### config.mk
export PLATFORM = sky130hd
export DESIGN_NAME = gp_poller
export DESIGN_NICKNAME = d
export VERILOG_FILES = /design/src/rtl/gp_pkg.sv /design/src/rtl/gp_rst_sync.sv /design/src/rtl/gp_us_tick.sv /design/src/rtl/gp_sequencer.sv /design/src/rtl/gp_capture.sv /design/src/rtl/gp_poller.sv
export SDC_FILE = /design/constraint.sdc
export NUM_CORES = 1
export LEC_CHECK = 0
export ABC_CLOCK_PERIOD_IN_PS = 1400
export BUFFER_PORTS_ARGS = -buffer_cell sky130_fd_sc_hd__buf_2
export CAP_MARGIN = 20
export CORE_ASPECT_RATIO = 1.5
export CORE_UTILIZATION = 59
export CTS_CLUSTER_SIZE = 14
export DETAILED_ROUTE_END_ITERATION = 10
export PLACE_DENSITY = 0.76
export SYNTH_ARGS = -nofsm -noshare
export SYNTH_HDL_FRONTEND = slang
export SYNTH_SLANG_ARGS = --single-unit
export TNS_END_PERCENT = 30
### constraint.sdc
create_clock -name clk -period 1.4 [get_ports clk]
set_clock_uncertainty 0.2 [all_clocks]
set_input_delay 0.14 -clock clk [delete_from_list [all_inputs] [get_ports clk]]
set_output_delay 0.14 -clock clk [all_outputs]
set_load 0.02 [all_outputs]
### src/rtl/gp_pkg.sv
package gp_pkg;
  typedef enum logic [2:0] {
    PH_IDLE   = 3'd0,
    PH_LATCH  = 3'd1,
    PH_SETTLE = 3'd2,
    PH_PHI    = 3'd3,
    PH_PLO    = 3'd4
  } gp_phase_e;

  function automatic int gp_max(input int a, input int b);
    return (a > b) ? a : b;
  endfunction
endpackage

### src/rtl/gp_rst_sync.sv
module gp_rst_sync #(
  parameter int STAGES = 2
) (
  input  logic clk,
  input  logic rst_n_a,
  output logic rst_n_s
);
  logic [STAGES-1:0] chain_q;
  logic [STAGES-1:0] chain_d;

  always_comb begin
    chain_d = {chain_q[STAGES-2:0], 1'b1};
  end

  always_ff @(posedge clk or negedge rst_n_a) begin
    if (!rst_n_a) chain_q <= '0;
    else          chain_q <= chain_d;
  end

  assign rst_n_s = chain_q[STAGES-1];
endmodule

### src/rtl/gp_us_tick.sv
module gp_us_tick #(
  parameter int DIV = 10
) (
  input  logic clk,
  input  logic rst_n,
  output logic tick_o
);
  localparam int CW = (DIV > 1) ? $clog2(DIV) : 1;

  logic [CW-1:0] cnt_q;
  logic [CW-1:0] cnt_d;
  logic          wrap;

  assign wrap = (cnt_q == CW'(DIV - 1));

  always_comb begin
    if (wrap) cnt_d = '0;
    else      cnt_d = cnt_q + 1'b1;
  end

  always_ff @(posedge clk or negedge rst_n) begin
    if (!rst_n) cnt_q <= '0;
    else        cnt_q <= cnt_d;
  end

  assign tick_o = wrap;

  generate
    if (DIV > 1) begin : g_spacing

      tick_spacing_chk: assert property (@(posedge clk) disable iff (!rst_n)
        tick_o |=> !tick_o);
    end
  endgenerate
endmodule

### src/rtl/gp_sequencer.sv
module gp_sequencer
  import gp_pkg::*;
#(
  parameter int NBITS       = 8,
  parameter int LATCH_US    = 12,
  parameter int SETTLE_US   = 6,
  parameter int PULSE_HI_US = 6,
  parameter int PULSE_LO_US = 6,
  parameter int IDLE_US     = 100
) (
  input  logic clk,
  input  logic rst_n,
  input  logic tick_i,
  output logic latch_o,
  output logic pulse_o,
  output logic sample_o,
  output logic last_o
);
  localparam int MAXD = gp_max(gp_max(gp_max(LATCH_US, SETTLE_US),
                                      gp_max(PULSE_HI_US, PULSE_LO_US)), IDLE_US);
  localparam int UW = $clog2(MAXD + 1);
  localparam int PW = $clog2(NBITS);

  gp_phase_e     state_q, state_d;
  logic [UW-1:0] us_q, us_d;
  logic [PW-1:0] pidx_q, pidx_d;
  logic [UW-1:0] span_m1;
  logic          phase_end;
  logic          at_last_pulse;

  always_comb begin
    case (state_q)
      PH_LATCH:  span_m1 = UW'(LATCH_US - 1);
      PH_SETTLE: span_m1 = UW'(SETTLE_US - 1);
      PH_PHI:    span_m1 = UW'(PULSE_HI_US - 1);
      PH_PLO:    span_m1 = UW'(PULSE_LO_US - 1);
      default:   span_m1 = UW'(IDLE_US - 1);
    endcase
  end

  assign phase_end     = tick_i && (us_q == span_m1);
  assign at_last_pulse = (pidx_q == PW'(NBITS - 1));

  always_comb begin
    state_d = state_q;
    us_d    = us_q;
    pidx_d  = pidx_q;
    if (tick_i) begin
      if (phase_end) us_d = '0;
      else           us_d = us_q + 1'b1;
    end
    if (phase_end) begin
      case (state_q)
        PH_IDLE:   state_d = PH_LATCH;
        PH_LATCH:  state_d = PH_SETTLE;
        PH_SETTLE: begin
          state_d = PH_PHI;
          pidx_d  = '0;
        end
        PH_PHI:    state_d = at_last_pulse ? PH_IDLE : PH_PLO;
        PH_PLO:    begin
          state_d = PH_PHI;
          pidx_d  = pidx_q + 1'b1;
        end
        default:   state_d = PH_IDLE;
      endcase
    end
  end

  always_ff @(posedge clk or negedge rst_n) begin
    if (!rst_n) begin
      state_q <= PH_IDLE;
      us_q    <= '0;
      pidx_q  <= '0;
    end else begin
      state_q <= state_d;
      us_q    <= us_d;
      pidx_q  <= pidx_d;
    end
  end

  assign latch_o  = (state_q == PH_LATCH);
  assign pulse_o  = (state_q == PH_PHI);
  assign sample_o = phase_end &&
                    ((state_q == PH_LATCH) || ((state_q == PH_PHI) && !at_last_pulse));
  assign last_o   = phase_end && (state_q == PH_PHI) && (pidx_q == PW'(NBITS - 2));

  // checker state: pulse rises counted per poll
  logic          chk_pulse_prev_q;
  logic [PW:0]   chk_pcnt_q;
  logic          chk_seen_q;

  always_ff @(posedge clk or negedge rst_n) begin
    if (!rst_n) begin
      chk_pulse_prev_q <= 1'b0;
      chk_pcnt_q       <= '0;
      chk_seen_q       <= 1'b0;
    end else begin
      chk_pulse_prev_q <= pulse_o;
      if (latch_o) chk_pcnt_q <= '0;
      else if (pulse_o && !chk_pulse_prev_q) chk_pcnt_q <= chk_pcnt_q + 1'b1;
      if (pulse_o) chk_seen_q <= 1'b1;
    end
  end


  pulse_count_chk: assert property (@(posedge clk) disable iff (!rst_n)
    (latch_o && !$past(latch_o) && chk_seen_q) |-> (chk_pcnt_q == (PW+1)'(NBITS)));


  settle_gap_chk: assert property (@(posedge clk) disable iff (!rst_n)
    $fell(latch_o) |=> !pulse_o);
endmodule

### src/rtl/gp_capture.sv
module gp_capture #(
  parameter int NBITS       = 8,
  parameter int SYNC_STAGES = 2
) (
  input  logic             clk,
  input  logic             rst_n,
  input  logic             pad_i,
  input  logic             sample_i,
  input  logic             last_i,
  output logic [NBITS-1:0] hold_o
);
  localparam int CNW = $clog2(NBITS) + 1;

  logic [SYNC_STAGES-1:0] sync_q, sync_d;
  logic [NBITS-1:0]       sr_q, sr_d;
  logic [NBITS-1:0]       hold_q, hold_d;
  logic                   line_s;

  assign line_s = sync_q[SYNC_STAGES-1];

  always_comb begin
    sync_d = {sync_q[SYNC_STAGES-2:0], pad_i};
    sr_d   = sr_q;
    hold_d = hold_q;
    if (sample_i) sr_d = {~line_s, sr_q[NBITS-1:1]};
    if (last_i)   hold_d = sr_d;
  end

  always_ff @(posedge clk or negedge rst_n) begin
    if (!rst_n) begin
      sync_q <= '1;
      sr_q   <= '0;
      hold_q <= '0;
    end else begin
      sync_q <= sync_d;
      sr_q   <= sr_d;
      hold_q <= hold_d;
    end
  end

  assign hold_o = hold_q;

  // checker state: samples since the last publish
  logic [CNW-1:0] chk_n_q;
  always_ff @(posedge clk or negedge rst_n) begin
    if (!rst_n) chk_n_q <= '0;
    else if (last_i) chk_n_q <= '0;
    else if (sample_i) chk_n_q <= chk_n_q + 1'b1;
  end


  sample_count_chk: assert property (@(posedge clk) disable iff (!rst_n)
    last_i |-> (sample_i && (chk_n_q == CNW'(NBITS - 1))));
endmodule

### src/rtl/gp_poller.sv
module gp_poller #(
  parameter int CLK_HZ      = 10_000_000,
  parameter int NBITS       = 8,
  parameter int LATCH_US    = 12,
  parameter int SETTLE_US   = 6,
  parameter int PULSE_HI_US = 6,
  parameter int PULSE_LO_US = 6,
  parameter int IDLE_US     = 100
) (
  input  logic             clk,
  input  logic             rst_n,
  input  logic             pad_data_i,
  output logic             pad_latch_o,
  output logic             pad_pulse_o,
  input  logic             rd_en_i,
  output logic [NBITS-1:0] rd_data_o
);
  localparam int DIV    = CLK_HZ / 1_000_000;
  localparam int LW_CYC = LATCH_US * DIV;
  localparam int LW     = $clog2(LW_CYC + 2);

  logic             rst_n_s;
  logic             tick;
  logic             sample;
  logic             last;
  logic [NBITS-1:0] hold_w;

  gp_rst_sync #(.STAGES(2)) u_rst (
    .clk     (clk),
    .rst_n_a (rst_n),
    .rst_n_s (rst_n_s)
  );

  gp_us_tick #(.DIV(DIV)) u_tick (
    .clk    (clk),
    .rst_n  (rst_n_s),
    .tick_o (tick)
  );

  gp_sequencer #(
    .NBITS       (NBITS),
    .LATCH_US    (LATCH_US),
    .SETTLE_US   (SETTLE_US),
    .PULSE_HI_US (PULSE_HI_US),
    .PULSE_LO_US (PULSE_LO_US),
    .IDLE_US     (IDLE_US)
  ) u_seq (
    .clk      (clk),
    .rst_n    (rst_n_s),
    .tick_i   (tick),
    .latch_o  (pad_latch_o),
    .pulse_o  (pad_pulse_o),
    .sample_o (sample),
    .last_o   (last)
  );

  gp_capture #(.NBITS(NBITS), .SYNC_STAGES(2)) u_cap (
    .clk      (clk),
    .rst_n    (rst_n_s),
    .pad_i    (pad_data_i),
    .sample_i (sample),
    .last_i   (last),
    .hold_o   (hold_w)
  );

  assign rd_data_o = rd_en_i ? hold_w : '0;

  // checker state: latch high width in system cycles
  logic          chk_latch_prev_q;
  logic [LW-1:0] chk_lw_q;
  always_ff @(posedge clk or negedge rst_n_s) begin
    if (!rst_n_s) begin
      chk_latch_prev_q <= 1'b0;
      chk_lw_q         <= '0;
    end else begin
      chk_latch_prev_q <= pad_latch_o;
      if (pad_latch_o) chk_lw_q <= chk_lw_q + 1'b1;
      else             chk_lw_q <= '0;
    end
  end


  latch_width_chk: assert property (@(posedge clk) disable iff (!rst_n_s)
    (chk_latch_prev_q && !pad_latch_o) |-> (chk_lw_q == LW'(LW_CYC)));


  hold_update_chk: assert property (@(posedge clk) disable iff (!rst_n_s)
    !$stable(hold_w) |-> $past(pad_pulse_o));
endmodule

==> results of run 1 <==
## stage by stage
| step | total power (uW) | cell area [um2] | utilization, % |
|---|---|---|---|
| 5_1_grt | 1940 | 2700 | 84.6 |
| 4_1_cts | 1890 | 2640 | 82.6 |
| 2_1_floorplan | 1110 | 2000 | - |
| 3_5_place_dp | 1130 | 2390 | 75.0 |
| 6_report | 1880 | 2700 | 84.6 |
| 3_3_place_gp | 1130 | 2390 | 75.0 |
## Yosys cell counts, drive strengths merged (3+ instances only)
| master | instances | share of area [%] |
|---|---|---|
| dfrtp | 35 | 44 |
| mux2 | 23 | 14 |
| nand2 | 14 | 2.7 |
| nor2 | 12 | 2.3 |
| and2 | 11 | 3.5 |
| inv | 7 | 1.3 |
| buf | 6 | 2.5 |
| o21ai | 6 | 1.5 |
| xnor2 | 6 | 2.7 |
| nor2b | 5 | 1.6 |
| ha | 4 | 2.5 |
| mux2i | 4 | 2.0 |
| nand3 | 4 | 1.0 |
| a221o | 3 | 1.5 |
| nand2b | 3 | 0.95 |
## state kept, by name, summed over array words and instances (netlist names)
register,flops
u_cap.hold_o,8
u_rst.chain_q,2
u_cap.sync_q,2
u_cap.sr_q,8
u_seq.pidx_q,3
u_seq.state_q,3
u_tick.cnt_q,4
u_seq.us_q,7
## cells by family (layout without fill, tap and decap cells)
| family | after synthesis | count (layout) |
|---|---|---|
| simple gates | 61 | 61 |
| flops | 37 | 37 |
| mux | 27 | 27 |
| compound gates | 23 | 23 |
| buf+inv | 15 | 76 |
| xor+xnor | 8 | 8 |
| fa+ha+maj | 4 | 4 |
| other cells | 1 | 1 |
## metal layers
layer	up-vias	routed length [um]	GRT usage, %
met2	20	2720	53.0
met4	0	91	13.4
li1	735	-	-
met1	792	1770	29.2
met3	11	76	5.21
met5	-	0	0
## cell type report
type                    instances  area [um2]  area share (%)
inverters                       7        26.3           0.974
multi-input cells             124        1120            41.4
clock inverters                 3        21.3           0.788
clock buffers                   5        68.8            2.55
flip-flops and latches         37         930            34.4
well taps                      40        50.0            1.85
repair buffers                 61         485            18.0
## what timing repair did
item                       CTS  global route
setup endpoints to repair   30            30
hold buffers                 3             0
hold endpoints to repair     3             0
setup buffers                2             0
gates resized for setup     30            13
pin swaps                    7             5
## path summary, 6_finish.rpt
| path | from | to | slack, ps | cells past startpoint |
|---|---|---|---|---|
| max | u_seq.state_q[2]$_DFFE_PN0N_ | u_cap.sr_q[6]$_DFF_PN0_ | -830 | 6 |
| min | u_rst.chain_q[1]$_DFF_PN0_ | u_tick.cnt_q[2]$_DFF_PN0_ | 30 | 1 |
| max reg2reg | u_seq.state_q[2]$_DFFE_PN0N_ | u_cap.sr_q[6]$_DFF_PN0_ | -830 | 6 |
| min reg2reg | u_rst.chain_q[1]$_DFF_PN0_ | u_tick.cnt_q[2]$_DFF_PN0_ | 30 | 1 |
| max in group asynchronous | rst_n | u_rst.chain_q[1]$_DFF_PN0_ | 340 | 3 |
| min in group clk | u_rst.chain_q[0]$_DFF_PN0_ | u_rst.chain_q[1]$_DFF_PN0_ | 160 | 0 |
## power by group through the flow
stage,Sequential (uW),Combinational (uW),Clock (uW)
after floorplan,1110,0.400,0
after global placement,1100,31.9,0
after detailed placement,1100,33.1,0
after CTS,1080,39.7,776
after global routing,1080,44.9,812
final,1080,39.0,758
==> summary.md, run 1 <==
| Metric | Value |
|---|---|
| IO Port Bufs | 13 |
| Yosys reg bits | 37 |
| Clock power frac | 40.4% |
| Vias in the first global route | 1675 |
| Setup CP Type | flop to flop |
| Drt drc | 0 |
| Top Family by Delay on Critical Path | multiplexers |
| Logic pwr share | 2.1% |
| Largest net degree at the start of global routing | 36 |
| Placer Congestion | 0.850 |
| Critical Path RT | 1380 ps |
| Most frequent cells in the layout | buf_4, dfrtp_1, nand2_1 |
| Antenna violations before repair | 0 |
| Mapped Cells | 176 |
| Final setup violation count | 30 |
| Die area | 0.00360 mm2 |
| Max clock buf depth | 2 |
| Leak pwr | 0.00135 uW |
| IO Count | 14 |
| Die height | 73.0 um |
| Switching share of total power | 23.1% |
| Peak supply drop | 0.787 mV |
| Routed Antenna Nets | 0 |
| Max-cap violations | 0 |
| First-pass GRT wire length | 7400 um |
| CP Max Fanout | 8 |
| Max Freq | 448 MHz |
| Crit path arrival time | 2210 ps |
| Setup TNS | -20820 ps |
| Crit-path max cell delay | 470 ps |
| Drt wl/cell | 16.8 um |
| Final min period | 2230 ps |
| Placed wire-length estimate | 2940 um |
| Vias per cell | 5.62 |
| Synthesized area per cell | 11.3 um2 |
| TritonCTS clock tree | yes |
| Worst min path class | flop to asynchronous set/reset pin |
| Fin. max-slew vios | 0 |
| Flop pwr share | 57.5% |
| Hold slack | 31.1 ps |
| Violated checks | negative setup slack |
| Most used DFF post-synth | dfrtp_1 |
| Drt first pass iters | 4 |
| Clk Latency, worst-skew pair | 300 ps |
| Setup WS post-layout | -831 ps |
| Total global routing track utilization | 28.0% |
| Cell Chain, Critical Path | nor2b_4 > mux2i_2 > o2111ai_2 > or3_1 > buf_6 > mux2_4 |
| Synth Cell Area | 0.00198 mm2 |
| Count of cell types in the netlist | 44 |
| Commonest non-fill, non-tap cell in the layout | buf_4 |
| NumNets Final | 244 |
| DIE WIDTH | 49.3 um |
| FFs w/ async S/R, synth | 100% |
| Hold Fails Final Rpt | 0 |
| Clock sink total | 37 |
| Synth Area in Simple Gates | 16.3% |
| Power Density | 695 mW/mm2 |
| Area growth from synthesis to layout | 36.2% |
| Cell count after placement | 264 |
| Ant diodes | 0 |
| NetSw | 433 uW |
| Post-synthesis adder-cell area fraction | 2.53% |
| CTS buffer count | 5 |
| Pre-CTS setup slack | -888 ps |
| DR iter-0 viols | 27 |
| Final std cells w/o fill | 277 |
| Clock slew at reported path FFs | 80 ps |
| Status | finished, violations left |
| Worst setup EP type | flop |
| Pint | 1440 uW |
| Gr ovfl total | 0 |
| XOR/XNOR share of the synthesized area | 3.54% |
| Rows | 25 |
| Crit path buf inv count | 1 |
| Layout fillers | 176 |
| Synth Area in Compound Gates | 10.0% |
| EDFF count, synth | 0 |
| Syn nets | 184 |
| Largest family of logic cells by synthesized area | multiplexers |
| Initial core utilization | 62.1% |
| Core Area | 0.00319 mm2 |
| Period utilisation layout | 159% |
| DR vias | 1558 |
| Sequential share of the synthesized area | 46.8% |
| Synth warn | 0 |
| RSZ-0062 raised after global routing | yes |
| Multiplexer share of the synthesized area | 16.4% |
| Layout cells sized above 1 | 51.5% |
| Htree depth | 2 |
| Slowest cell on crit path | dfrtp_2 |
| Startpoint types | flop |
| WL final | 4660 um |
| Root buf cell | clkbuf_8 |
(Power assumes the default switching activity.)
==> run 2: changes to the inputs <==
--- a/config.mk
+++ b/config.mk
@@ -7,11 +7,11 @@
 export LEC_CHECK = 0
 export ABC_CLOCK_PERIOD_IN_PS = 1400
-export BUFFER_PORTS_ARGS = -buffer_cell sky130_fd_sc_hd__buf_2
 export CAP_MARGIN = 20
-export CORE_ASPECT_RATIO = 1.5
+export CORE_ASPECT_RATIO = 2
 export CORE_UTILIZATION = 59
 export CTS_CLUSTER_SIZE = 14
 export DETAILED_ROUTE_END_ITERATION = 10
-export PLACE_DENSITY = 0.76
+export DONT_BUFFER_PORTS = 1
+export PLACE_DENSITY = 0.73
 export SYNTH_ARGS = -nofsm -noshare
 export SYNTH_HDL_FRONTEND = slang
==> constraint.sdc (replaced) <==
create_clock -name clk -period 1.4 [get_ports clk]
set_clock_uncertainty 0.2 [all_clocks]
set_input_delay 0.14 -clock clk [delete_from_list [all_inputs] [get_ports clk]]
set_output_delay 0.14 -clock clk [all_outputs]
set_load 0.01 [all_outputs]
==> summary.md, run 2 (synthesis gave the netlist of run 1 again) <==
| Metric | Value |
|---|---|
| Core Area | 0.00319 mm2 |
| Drt first pass iters | 4 |
| NumNets Final | 231 |
| CP Max Fanout | 8 |
| Initial core utilization | 62.1% |
| Crit-path max cell delay | 440 ps |
| Setup TNS | -19250 ps |
| Startpoint types | flop |
| Ant diodes | 0 |
| Crit path from | u_seq.state_q[0]$_DFFE_PN0N_ |
| R2R depth | 6 |
| Flop pwr share | 53.0% |
| Peak supply drop | 0.806 mV |
| Crit path arrival time | 2200 ps |
| DR iter-0 viols | 25 |
| Commonest non-fill, non-tap cell in the layout | buf_4 |
| Layout cells sized above 1 | 45.5% |
| Placed wire-length estimate | 2840 um |
| Clock power frac | 45.4% |
| Switching share of total power | 20.3% |
| Final setup violation count | 30 |
| Routed Antenna Nets | 0 |
| CTS buffer count | 5 |
| TritonCTS clock tree | yes |
| Cell Chain, Critical Path | buf_4 > nor3_1 > a221oi_2 > or3_1 > buf_6 > mux2_4 |
| Setup CP Type | flop to flop |
| Total power | 2040 uW |
| Die height | 84.0 um |
| Final min period | 2210 ps |
| Hold Fails Final Rpt | 0 |
| Leak pwr | 0.00128 uW |
| Max Freq | 452 MHz |
| Logic pwr share | 1.6% |
| IO Count | 14 |
| Total global routing track utilization | 26.2% |
| Finished Cell Area | 0.00260 mm2 |
| Critical Path RT | 1380 ps |
| Largest net degree at the start of global routing | 36 |
| Final std cells w/o fill | 255 |
| Worst min path class | flop to asynchronous set/reset pin |
| Vias in the first global route | 1583 |
| IO Port Bufs | 0 |
| Pint | 1620 uW |
| Rows | 29 |
| Placer Congestion | 0.855 |
| Antenna violations before repair | 0 |
| Vias per cell | 5.84 |
| Setup crit end | u_cap.sr_q[6]$_DFF_PN0_ |
| Slowest cell on crit path | dfrtp_1 |
| Violated checks | negative setup slack |
| NetSw | 414 uW |
| Drt wl/cell | 16.7 um |
| Worst setup EP type | flop |
| Reg2reg start | u_seq.state_q[0]$_DFFE_PN0N_ |
| Max clock buf depth | 2 |
| DR vias | 1489 |
| DIE WIDTH | 43.0 um |
| Period utilisation layout | 158% |
| Gr ovfl total | 0 |
| Setup WS post-layout | -815 ps |
| Die area | 0.00361 mm2 |
| Drt drc | 0 |
| First-pass GRT wire length | 7170 um |
| Power Density | 783 mW/mm2 |
| Max-cap violations | 0 |
| Status | finished, violations left |
| Hold slack | 33.7 ps |
| Most frequent cells in the layout | buf_4, dfrtp_1, nand2_1 |
| RSZ-0062 raised after global routing | yes |
| Htree depth | 2 |
| Clock sink total | 37 |
| Cell Area, Placed | 0.00232 mm2 |
| FF-to-FF setup slack | -810 ps |
| Clock slew at reported path FFs | 70 ps |
| Clk Latency, worst-skew pair | 300 ps |
| Area growth from synthesis to layout | 31.2% |
| Cell count after placement | 242 |
| FF-to-FF End | u_cap.sr_q[6]$_DFF_PN0_ |
| Root buf cell | clkbuf_8 |
| Fin. max-slew vios | 0 |
| WL final | 4250 um |
run 2: power by group through the flow:
stage / Sequential [uW] / Clock, uW / Combinational, uW
4_1_cts: 1080 / 952 / 33.3
2_1_floorplan: 1110 / 0 / 0.400
5_1_grt: 1080 / 987 / 37.6
3_3_place_gp: 1100 / 0 / 25.5
6_report: 1080 / 924 / 32.7
3_5_place_dp: 1100 / 0 / 26.1
run 2: worst min path at each step:
stage                                     startpoint                          to  slack [ps]  depth (start not counted)
after floorplan                                rst_n  u_rst.chain_q[0]$_DFF_PN0_        -360                          0
after global placement                         rst_n  u_rst.chain_q[0]$_DFF_PN0_        -360                          0
after detailed placement                       rst_n  u_rst.chain_q[0]$_DFF_PN0_        -360                          0
after CTS                 u_rst.chain_q[1]$_DFF_PN0_   u_tick.cnt_q[2]$_DFF_PN0_          40                          1
after global routing      u_rst.chain_q[1]$_DFF_PN0_     u_cap.sr_q[4]$_DFF_PN0_          60                          1
final                     u_rst.chain_q[1]$_DFF_PN0_   u_tick.cnt_q[3]$_DFF_PN0_          30                          1
run 2: repair_timing:
| action | in CTS | in global routing |
|---|---|---|
| hold endpoints to repair | 3 | 0 |
| pin swaps | 2 | 6 |
| hold buffers | 3 | 0 |
| setup endpoints to repair | 30 | 30 |
| resized for setup | 9 | 25 |
| setup buffers | 1 | 1 |
run 2: stage by stage:
step                      util, %  setup slack (ps)
final                        81.5              -815
after global routing         81.5              -868
after CTS                    78.0              -787
after detailed placement     72.5              -807
after global placement       72.5              -751
after floorplan                 -              -802
run 2: critical path: cells and delay by family, from the launching register on:
| family | cells | cell delay, ps |
|---|---|---|
| AND/OR/NAND/NOR | 2 | 710 |
| flip-flops | 1 | 440 |
| buffers and inverters | 2 | 350 |
| multiplexers | 1 | 300 |
| AO/OA/AOI/OAI | 1 | 110 |
run 2: routing by layer:
| layer | global-route usage, % | part of all wire, % | vias to the layer above |
|---|---|---|---|
| met5 | 0 | 0 | - |
| li1 | - | - | 708 |
| met2 | 45.0 | 56 | 33 |
| met3 | 4.98 | 2.6 | 14 |
| met1 | 29.2 | 38 | 734 |
| met4 | 14.3 | 3.5 | 0 |
run 2: area by class of cell:
type / count / area, um2
clock buffer: 6 / 72.6
clock inverter: 2 / 38.8
fill: 197 / 592
inverter: 7 / 26.3
multi-input combinational: 124 / 1090
sequential: 37 / 931
tap: 31 / 38.8
timing repair buffer: 48 / 403
==> run 3: changes to the inputs <==
Settings changed: ABC_AREA from default to 1.
==> summary.md, run 3 <==
| Metric | Value |
|---|---|
| Status | finished, violations left |
| Violated checks | negative setup slack |
| DR vias | 1604 |
| Routed Antenna Nets | 0 |
| Largest family of logic cells by synthesized area | simple AND/OR/NAND/NOR gates |
| Clock sink total | 37 |
| Max Freq | 537 MHz |
| Hold slack | 40.4 ps |
| Largest net degree at the start of global routing | 36 |
| Commonest non-fill, non-tap cell in the layout | nand2_1 |
| Synth Cell Area | 0.00181 mm2 |
| Vias in the first global route | 1535 |
| Clk Latency, worst-skew pair | 300 ps |
| TritonCTS clock tree | yes |
| Vias per cell | 5.51 |
| Synth area leaders | dfrtp_1, nand2_1, inv_1, nand4_1, dfstp_2 |
| Most used DFF post-synth | dfrtp_1 |
| Period utilisation layout | 133% |
| Slowest cell on crit path | dfrtp_2 |
| Pint | 1530 uW |
| Final setup violation count | 30 |
| Fin. max-slew vios | 0 |
| Count of cell types in the netlist | 25 |
| Logic pwr share | 1.7% |
| Crit path buf inv count | 1 |
| NetSw | 406 uW |
| Worst min path class | flop to asynchronous set/reset pin |
| Mapped Cells | 211 |
| Top cells by count, synth | nand2_1, dfrtp_1, inv_1 |
| DR iter-0 viols | 50 |
| Flop pwr share | 55.7% |
| Final std cells w/o fill | 291 |
| Synth Area in Simple Gates | 32.0% |
| Max-cap violations | 0 |
| Peak supply drop | 1.19 mV |
| Core Area | 0.00294 mm2 |
| Clock power frac | 42.6% |
| Total power | 1940 uW |
| Htree depth | 2 |
| Antenna violations before repair | 0 |
| Multiplexer share of the synthesized area | 0% |
| Leak pwr | 0.00133 uW |
| Setup WS post-layout | -464 ps |
| Die area | 0.00330 mm2 |
| Area growth from synthesis to layout | 34.9% |
| Synth top area share | 48.5% |
| Placed wire-length estimate | 2940 um |
| Root buf cell | clkbuf_8 |
| Rows | 28 |
| IO Port Bufs | 0 |
| Count leader, synth | nand2_1 |
| Crit-path max cell delay | 490 ps |
| Total global routing track utilization | 30.3% |
| Setup CP Type | flop to flop |
| FFs w/ async S/R, synth | 100% |
| Synth warn | 0 |
| Ant diodes | 0 |
| Syn nets | 219 |
| Reg2reg start | u_seq.state_q[1]$_DFFE_PN0N_ |
| Critical Path RT | 1380 ps |
| Most frequent cells in the layout | nand2_1, buf_4, dfrtp_1 |
| Crit path arrival time | 1850 ps |
| Synthesized area per cell | 8.56 um2 |
| Drt drc | 0 |
| Layout cells sized above 1 | 38.3% |
| CTS buffer count | 5 |
| Most used cell, CP | nand2_4 |
| First-pass GRT wire length | 6580 um |
| Yosys reg bits | 37 |
| Drt wl/cell | 16.0 um |
| Switching share of total power | 20.9% |
| Hold Fails Final Rpt | 0 |
| Final min period | 1860 ps |
| Top Family by Delay on Critical Path | simple AND/OR/NAND/NOR gates |
| Dominant cell type by area after synthesis | dfrtp_1 |
| Drt first pass iters | 4 |
| Crit path from | u_seq.state_q[1]$_DFFE_PN0N_ |
| RSZ-0062 raised after global routing | yes |
| IO Count | 14 |
| Synth Area in Compound Gates | 3.88% |
| Clock slew at reported path FFs | 70 ps |
| NumNets Final | 268 |
| Die height | 80.3 um |
| Cell count after placement | 275 |
| XOR/XNOR share of the synthesized area | 2.42% |
| Max clock buf depth | 2 |
| Initial core utilization | 61.4% |
| EDFF count, synth | 0 |
| Startpoint types | flop |
| Post-synthesis adder-cell area fraction | 2.77% |
| Cell Chain, Critical Path | nor2_4 > nand2_4 > nand3_4 > nand2_4 > nor2_8 > nand2_4 > inv_6 > nand2_1 > nand2_1 > o21ai_2 |
| WL final | 4650 um |
| CP Max Fanout | 7 |
| DIE WIDTH | 41.1 um |
| Worst setup EP type | flop |
| Placer Congestion | 0.927 |
| Gr ovfl total | 0 |
| Sequential share of the synthesized area | 51.4% |
| Power Density | 796 mW/mm2 |
==> run 3: cell count changes after synthesis, moves of 4 or more <==
cell / delta
and2_1: -11
inv_1: +19
mux2_2: -16
mux2_4: -7
mux2i_1: -4
nand2_1: +60
nand2_2: +7
nand4_1: +8
nor2b_1: -5
xnor2_1: -6
==> run 3: metrics by stage <==
step	instance area [um2]	utilization [%]	worst slack, ps	setup TNS, ps
2_1_floorplan	1820	-	-257	-5360
3_3_place_gp	2130	72.4	-376	-7750
3_5_place_dp	2130	72.4	-468	-9900
4_1_cts	2310	78.5	-429	-10110
5_1_grt	2440	82.8	-554	-13560
6_report	2440	82.8	-464	-11300
==> run 3: cells by family (layout without fill, tap and decap cells) <==
family / after synthesis / in the layout
AO/OA/AOI/OAI: 12 / 12
flip-flops: 37 / 37
adder cells (fa/ha/maj): 4 / 4
AND/OR/NAND/NOR: 120 / 120
buffers and inverters: 32 / 82
XOR/XNOR: 5 / 5
other: 1 / 1
==> run 3: what timing repair did <==
action                                  4_1_cts  5_1_grt
hold buffers                                  3        0
hold endpoints to repair                      3        0
endpoints found under the setup margin       30       30
pin swaps                                     5       13
gates resized for setup                      16       27
buffers inserted                              1        4
==> run 3: final timing paths <==
path                       cells past startpoint                          end  slack, ps
max in group asynchronous                      2   u_rst.chain_q[1]$_DFF_PN0_        440
max                                           10  u_seq.pidx_q[0]$_DFFE_PN0P_       -460
min reg2reg                                    1    u_tick.cnt_q[1]$_DFF_PN0_         40
min                                            1    u_tick.cnt_q[1]$_DFF_PN0_         40
min in group clk                               0    u_cap.sync_q[1]$_DFF_PN1_        150
max reg2reg                                   10  u_seq.pidx_q[0]$_DFFE_PN0P_       -460
==> run 3: routing by layer <==
| metal | part of all wire (%) | vias to the layer above | GRT usage (%) | wire length (um) |
|---|---|---|---|---|
| li1 | - | 749 | - | - |
| met1 | 35 | 792 | 29.3 | 1640 |
| met2 | 57 | 43 | 50.2 | 2650 |
| met3 | 2.6 | 20 | 6.91 | 120 |
| met4 | 5.2 | 0 | 22.9 | 243 |
| met5 | 0 | - | 0 | 0 |
==> run 3: worst register-to-register path, stage by stage (launching register included) <==
cell	delay, ps
dfrtp_2	490
nor2_4	160
nand2_4	100
nand3_4	90
nand2_4	70
nor2_8	180
nand2_4	110
inv_6	100
nand2_1	100
nand2_1	110
o21ai_2	60
==> run 3: cell type report <==
type	count	area, um2
Clock inverter	1	5.00
Fill cell	169	505
Multi-Input combinational cell	142	877
Clock buffer	7	96.3
Inverter	30	128
Sequential cell	37	932
Timing Repair Buffer	44	362
Tap cell	30	37.5
==> run 3: power groups by stage <==
stage | Sequential, uW | Clock [uW] | Combinational (uW)
after floorplan | 1110 | 0 | 3.80
after global placement | 1100 | 0 | 26.2
after detailed placement | 1100 | 0 | 26.6
after CTS | 1080 | 835 | 33.8
after global routing | 1080 | 866 | 39.8
final | 1080 | 826 | 33.8
